===== src/rtl/gwd_pkg.sv =====
package gwd_pkg;

    typedef enum logic [1:0] {
        GATE_OPEN   = 2'd0,
        GATE_LOCKED = 2'd1,
        GATE_HALTED = 2'd2
    } gate_state_t;

    typedef struct packed {
        logic service;
        logic halt;
        logic init_done;
    } wdt_cmd_t;

    function automatic logic closes_window(wdt_cmd_t c);
        return c.service | c.init_done;
    endfunction

    function automatic int presc_width(int div);
        return (div > 2) ? $clog2(div) : 1;
    endfunction

endpackage


===== src/rtl/gwd_prescaler.sv =====
module gwd_prescaler #(
    parameter int DIV = 2
) (
    input  logic clk,
    input  logic rst,
    input  logic enable,
    input  logic clear,
    output logic tick
);
    localparam int PW = gwd_pkg::presc_width(DIV);
    localparam logic [PW-1:0] LAST = PW'(DIV - 1);

    logic [PW-1:0] phase;

    assign tick = enable && !clear && (phase == LAST);

    always_ff @(posedge clk) begin
        if (rst || clear) begin
            phase <= '0;
        end else if (enable) begin
            phase <= (phase == LAST) ? '0 : phase + 1'b1;
        end
    end

    assert_tick_spacing_R2: assert property (@(posedge clk) disable iff (rst)
        tick |=> !tick);

endmodule


===== src/rtl/gwd_counter.sv =====
module gwd_counter #(
    parameter int CNT_W    = 16,
    parameter int RELOAD_W = 8
) (
    input  logic                clk,
    input  logic                rst,
    input  logic                advance,
    input  logic                load,
    input  logic [RELOAD_W-1:0] reload,
    output logic [CNT_W-1:0]    count,
    output logic                wrap
);
    localparam int LOW_W = CNT_W - RELOAD_W;
    localparam logic [CNT_W-1:0] TOP = '1;

    logic [CNT_W-1:0] load_word;

    assign load_word = {reload, {LOW_W{1'b0}}};
    assign wrap      = !rst && !load && advance && (count == TOP);

    always_ff @(posedge clk) begin
        if (rst) begin
            count <= '0;
        end else if (load) begin
            count <= load_word;
        end else if (advance) begin
            count <= count + 1'b1;
        end
    end

    assert_reload_lands_R4: assert property (@(posedge clk) disable iff (rst)
        load |=> (count[LOW_W-1:0] == '0) && (count[CNT_W-1:LOW_W] == $past(reload)));

endmodule


===== src/rtl/gwd_gate.sv =====
module gwd_gate
    import gwd_pkg::*;
(
    input  logic        clk,
    input  logic        rst,
    input  wdt_cmd_t    cmd,
    output logic        running,
    output gate_state_t state
);
    gate_state_t state_nx;

    always_comb begin
        state_nx = state;
        unique case (state)
            GATE_OPEN: begin
                if (closes_window(cmd))
                    state_nx = GATE_LOCKED;
                else if (cmd.halt)
                    state_nx = GATE_HALTED;
            end
            GATE_LOCKED: state_nx = GATE_LOCKED;
            GATE_HALTED: state_nx = GATE_HALTED;
            default:     state_nx = GATE_OPEN;
        endcase
    end

    always_ff @(posedge clk) begin
        if (rst) state <= GATE_OPEN;
        else     state <= state_nx;
    end

    assign running = (state != GATE_HALTED);

    assert_window_stays_shut_R7: assert property (@(posedge clk) disable iff (rst)
        (state == GATE_LOCKED) |=> (state == GATE_LOCKED));

    assert_halt_sticks_R8: assert property (@(posedge clk) disable iff (rst)
        (state == GATE_HALTED) |=> (state == GATE_HALTED));

    assert_mixed_halt_refused_R7: assert property (@(posedge clk) disable iff (rst)
        (state == GATE_OPEN && cmd.halt && closes_window(cmd)) |=> (state == GATE_LOCKED));

endmodule


===== src/rtl/guarded_watchdog.sv =====
module guarded_watchdog
    import gwd_pkg::*;
#(
    parameter int CNT_W     = 16,
    parameter int RELOAD_W  = 8,
    parameter int PRESC_DIV = 2
) (
    input  logic                clk,
    input  logic                hw_rst,
    input  logic                sys_rst,
    input  logic                cmd_service,
    input  logic                cmd_halt,
    input  logic                cmd_init_done,
    input  logic [RELOAD_W-1:0] reload_val,
    output logic                wdt_reset_req,
    output logic                wdt_cause
);
    logic        any_rst;
    wdt_cmd_t    cmd;
    logic        running;
    gate_state_t gate_state;
    logic        tick;
    logic        wrap;
    logic [CNT_W-1:0] count;

    assign any_rst = hw_rst | sys_rst;
    assign cmd     = '{service: cmd_service, halt: cmd_halt, init_done: cmd_init_done};

    gwd_gate u_gate (
        .clk     (clk),
        .rst     (any_rst),
        .cmd     (cmd),
        .running (running),
        .state   (gate_state)
    );

    gwd_prescaler #(.DIV(PRESC_DIV)) u_presc (
        .clk    (clk),
        .rst    (any_rst),
        .enable (running),
        .clear  (cmd.service),
        .tick   (tick)
    );

    gwd_counter #(.CNT_W(CNT_W), .RELOAD_W(RELOAD_W)) u_cnt (
        .clk     (clk),
        .rst     (any_rst),
        .advance (tick),
        .load    (cmd.service),
        .reload  (reload_val),
        .count   (count),
        .wrap    (wrap)
    );

    always_ff @(posedge clk) begin
        if (any_rst) wdt_reset_req <= 1'b0;
        else         wdt_reset_req <= wrap;
    end

    always_ff @(posedge clk) begin
        if (hw_rst)           wdt_cause <= 1'b0;
        else if (wrap)        wdt_cause <= 1'b1;
        else if (cmd.service) wdt_cause <= 1'b0;
    end

    assert_pulse_single_R5: assert property (@(posedge clk) disable iff (any_rst)
        wdt_reset_req |=> !wdt_reset_req);

    assert_pulse_flags_cause_R6: assert property (@(posedge clk) disable iff (any_rst)
        wdt_reset_req |-> wdt_cause);

    assert_cause_rise_from_wrap_R6: assert property (@(posedge clk) disable iff (hw_rst)
        $rose(wdt_cause) |-> $past(wrap));

    assert_service_clears_cause_R6: assert property (@(posedge clk) disable iff (any_rst)
        (cmd.service && !wrap) |=> !wdt_cause);

    assert_halted_frozen_R8: assert property (@(posedge clk) disable iff (any_rst)
        (gate_state == GATE_HALTED && !cmd.service) |=> $stable(count) && !wdt_reset_req);

endmodule


===== config.mk =====
export PLATFORM = sky130hd
export DESIGN_NAME = guarded_watchdog
export DESIGN_NICKNAME = d
export VERILOG_FILES = /design/src/rtl/gwd_pkg.sv /design/src/rtl/gwd_prescaler.sv /design/src/rtl/gwd_counter.sv /design/src/rtl/gwd_gate.sv /design/src/rtl/guarded_watchdog.sv
export SDC_FILE = /design/constraint.sdc
export NUM_CORES = 1
export LEC_CHECK = 0
export ABC_AREA = 1
export BUFFER_PORTS_ARGS = -buffer_cell sky130_fd_sc_hd__buf_4
export CORE_MARGIN = 4
export CORE_UTILIZATION = 48
export DETAILED_ROUTE_END_ITERATION = 8
export GPL_TIMING_DRIVEN = 0
export PLACE_DENSITY = 0.68
export SETUP_SLACK_MARGIN = 0.15
export SYNTH_ARGS = -nofsm -noshare
export SYNTH_HDL_FRONTEND = slang
export SYNTH_HIERARCHICAL = 1
export SYNTH_SLANG_ARGS = --single-unit

===== constraint.sdc =====
create_clock -name clk -period 1.7 [get_ports clk]
set_input_delay 0.34 -clock clk [delete_from_list [all_inputs] [get_ports clk]]
set_output_delay 0.34 -clock clk [all_outputs]
set_load 0.02 [all_outputs]

Yosys cells after proc, flatten, opt, wreduce, memory -nomap -nowiden
Index checks and enable logic that the tools add are counted.

operators by class
  $add $sub $neg = 2
  equal/unequal tests = 5
  muxes and demuxes = 8
  bitwise gates (word level) = 2
  reduce and logical (&&, ||, !) cells = 12

operators with widths
  cell                                                  number
  two-way mux 16 bit                                    2
  adder 16 x 1 -> 16 bit (second input constant)        1
  equality test 16 bit (second input constant)          1
  one-hot mux 2 bit (3 select lines)                    1
  logical AND 1 bit                                     5
  two-way mux 2 bit                                     2
  nonzero test 2 bit                                    2
  two-way mux 1 bit                                     3
  != test 3 x 2 -> 1 bit (second input constant)        1
  equality test 2 x 1 -> 1 bit (second input constant)  1
  equality test 2 bit (second input constant)           1
  zero test 1 bit                                       2
  zero test 2 bit                                       1
  != test 2 bit (second input constant)                 1
  bitwise OR 1 bit                                      2
  OR reduction 2 bit                                    1
  adder 1 bit (second input constant)                   1
  logical OR 1 bit                                      1

storage, ports and cells
  register bits = 21
  input port bits = 14
  logic and storage cells = 35

Logic depth before layout (Yosys ltp)
  depth after elaboration = 6
  depth in mapped cells = 10
  mapped depth without buffers = 9

Cells and area by module
The synthesis kept the hierarchy.

by module, submodules not included
  module            times used  cells each  area an instance (µm²)
  gwd_counter       1           139         974.7
  gwd_gate          1           11          90.1
  guarded_watchdog  1           8           71.3
  gwd_prescaler     1           7           45.0

Worst setup path before layout
OpenSTA, ideal clock, no wires.

  kind = input to register
  from = in hw_rst
  to = reg wdt_cause
  arrival = 1.398 ns
  path slack = 0.232 ns
  stages = 7
  path buffers = 1
  path through = or2_4 buf_2 nor2_1 inv_1 nor3_1 inv_1 a21oi_1

between the ends
  cells in the longest elaborated chain, start to end = 6
  elaborated cells on any way between the ends = 7

ends and longest elaborated chain
  item                                                            line                    RTL
  start, declared                                                 guarded_watchdog.sv:9   input logic hw_rst,
  bitwise OR 1 bit *                                              guarded_watchdog.sv:26  assign any_rst = hw_rst | sys_rst;
  zero test 1 bit *                                               gwd_counter.sv:19       assign wrap = !rst && !load && advance && (count == TOP);
  logical AND 1 bit * (3 in series)                               gwd_counter.sv:19
  net wrap                                                        guarded_watchdog.sv:23  logic wrap;
  two-way mux 1 bit / nonzero test 2 bit (equally long branches)  --
  end signal, assigned                                            guarded_watchdog.sv:61  if (hw_rst) wdt_cause <= 1'b0;
  end signal, assigned                                            guarded_watchdog.sv:62  else if (wrap) wdt_cause <= 1'b1;
  end signal, assigned                                            guarded_watchdog.sv:63  else if (cmd.service) wdt_cause <= 1'b0;
  end, declared                                                   guarded_watchdog.sv:16  output logic wdt_cause

Mark *: on every way through the listed nets, which the timed path passes. The rest lies on a longest branch.
A chain may end at the register's enable or synchronous reset.

Final worst setup path
  from = in hw_rst
  to = reg wdt_cause

between the ends
  cells in the longest elaborated chain, start to end = 6
  elaborated cells on any way between the ends = 7

ends and longest elaborated chain
  item                                                            line                    RTL
  bitwise OR 1 bit *                                              guarded_watchdog.sv:26
  net any_rst                                                     guarded_watchdog.sv:18  logic any_rst;
  zero test 1 bit *                                               gwd_counter.sv:19
  logical AND 1 bit * (3 in series)                               gwd_counter.sv:19
  net wrap                                                        guarded_watchdog.sv:23
  two-way mux 1 bit / nonzero test 2 bit (equally long branches)  --

Marks and branches as above.

==> reports/results.ini <==
[route]
routedWlPerCell_um = 12.2
vias_per_cell = 5.21
ant_nets = 0
route.vias.total = 1105
drt_iter0_drc = 28
wirelength_um = 2590
drc = 0
firstDrtPassIters = 4

[cts]
cts_buffers = 3
cts_tree = built
cts_buffer_depth = 2
root_buffer = clkbuf_4
clk_latency_ps = 300
post_cts_buffers = 0
clkTransAtPathRegs_ps = 120
numClockSinks = 21
cts.htree.levels = 1

[floorplanning]
io_pins = 16
rows = 17
core_sq_mm = 0.00228
start_util_pct = 51.9
die_w_um = 57.6
die_h_um = 57.6
die-area_sq_mm = 0.00332

[sta]
skew_ps = 1.76
worstMarginPinSlew_ps = 298
final.min_clock_period_ps = 1430
maxSlewViolCount = 0
finalCritPeriodShare_pct = 84.1
slew_headroom_pct = 80.1
rsz0062_at_grt = yes
final-setup-viol-count = 0
fmax_ghz = 0.699
final_hold_viol_count = 0

[power_and_ir_drop]
max-vdd-ir-drop_mv = 0.451
powerDensity_mw_per_mm2 = 609
finalPower_uw = 836
cellLeakagePower_uw = 0.000563

[synth]
netlist.area_leader.share_pct = 35.6
async_flop_share_pct = 0
syn_area_per_cell_sq_um = 7.16
syn_area_sq_mm = 0.00118
synthTopCellsByCount = nand2_1, dfxtp_1, inv_1, nor2_1, nand3_1
synth_most_common_cell = nand2_1
ys_seq_area_share_pct = 35.6
synthTopCellsByArea = dfxtp_1, nand2_1, inv_1, nand3_1, a21oi_1
synth_nets = 180
yosysTopAreaCell = dfxtp_1
ys_ff_latch = 21
syn_inst = 165
synthDistinctLibCells = 27
yosysWarnings = 6
ys.flop_type = dfxtp_1
synth_edf_count = 0

[global_route]
grt_pass1_wl_um = 4380
gr-total-overflow = 0
grt_max_degree = 12
grt_pass1_vias = 1053
grt_use_total_pct = 16.8
antenna_found_initial = 0

[run_status]
status = complete, no violations

[setup_path]
worst-path-buf-inv = 4
cp_slowest_stage_delay_ps = 260
worstPathMaxFanout = 9
worst_r2r_path_depth = 9
worstPathRequired_ps = 1940
worst_setup_path_end_kind = register
cp_common_cell = inv_1
cp_cell_sequence = buf_4 -> or2_4 -> buf_2 -> nor2_2 -> inv_1 -> nor3_1 -> inv_1 -> a21oi_1
critPathLaunchType = primary input
cp.depth = 8
cpMaxStageDelayCell = or2_4
cp.arrival_ps = 1670
crit_family = simple AND/OR/NAND/NOR gates
crit_type = in2reg

[placement]
gp_congestion = 0.839
dp_hpwl_um = 1920
dp.cells = 208
portBuffers = 15

[min_path]
holdPathStages = 2
hp-class = in2reg

[final_layout]
num_antenna_cells = 0
nFillCells = 228
finalNonFillerCells = 212
drive_above_1_share_pct = 28.8
nets = 200
areaGrowthSynthToFinish_pct = 16.2

[job]
max-cap-violations = 0

## cell type report
class	instances	area [sq um]	share of cell area, %
plain buffers	3	17.5	1.28
multi-input cells	118	672	49.0
inverters	23	86.3	6.29
flip-flops and latches	21	423	30.8
clock buffers	4	26.3	1.91
repair buffers	15	113	8.20
well taps	28	35.0	2.55
## per-stage QoR
step	setup TNS [ps]	utilization (%)	cell area, sq um	setup WS [ps]	hold WS (ps)
floorplan	0	-	1180	232	409
global placement	-220	58.4	1330	-128	449
detailed placement	-242	58.4	1330	-150	467
CTS	0	59.5	1360	173	172
global route	0	60.3	1370	121	170
finish	0	60.3	1370	270	192
## cell usage in the layout (no fill, tap or decap), types with 8 or more instances in the layout
master	n
buf_4	15
nor2_1	12
nand3_1	14
dfxtp_1	19
nand2_2	8
a21oi_1	13
nand2_1	26
nor2_2	9
inv_1	20
a22oi_1	8
## flip-flops by register name, summed over array words and instances (netlist names)
signal	cells
wdt_cause	1
u_cnt/count	16
wdt_reset_req	1
u_presc/phase	1
u_gate/state	2
## routing by layer
layer	vias up	GRT usage [%]	share of wire (%)	wire, um
met2	16	26.8	48	1240
met3	2	3.62	3.7	95
li1	578	-	-	-
met4	0	6.95	0.54	14
met1	509	21.8	48	1240
met5	-	0	0	0
## cell families (layout without fill, tap and decap cells)
family                   after synthesis  in the layout  synth area share (%)
AO/OA/AOI/OAI                         35             35                  18.5
XOR/XNOR                               1              1                 0.742
AND/OR/NAND/NOR                       81             81                  35.5
buffers and inverters                 26             45                  8.58
adder cells (fa/ha/maj)                1              1                  1.06
flip-flops                            21             21                  35.6
## timing repair
item | in CTS | in global routing
gates resized for setup | 0 | 8
hold buffers | 0 | 0
endpoints found under the setup margin | 0 | 9
## report_power, final
group / internal [uW] / switching [uW]
clock: 91.4 / 151
combinational: 41.3 / 42.4
sequential: 501 / 9.17
## path summary, 6_finish.rpt
path | start | to | slack (ps)
min | hw_rst | wdt_cause | 190
max | hw_rst | wdt_cause | 270
max reg2reg | u_gate/state[0] | u_cnt/count[9] | 290
min reg2reg | wdt_cause | wdt_cause | 480
No activity file was read; power rests on OpenSTA's default activity.
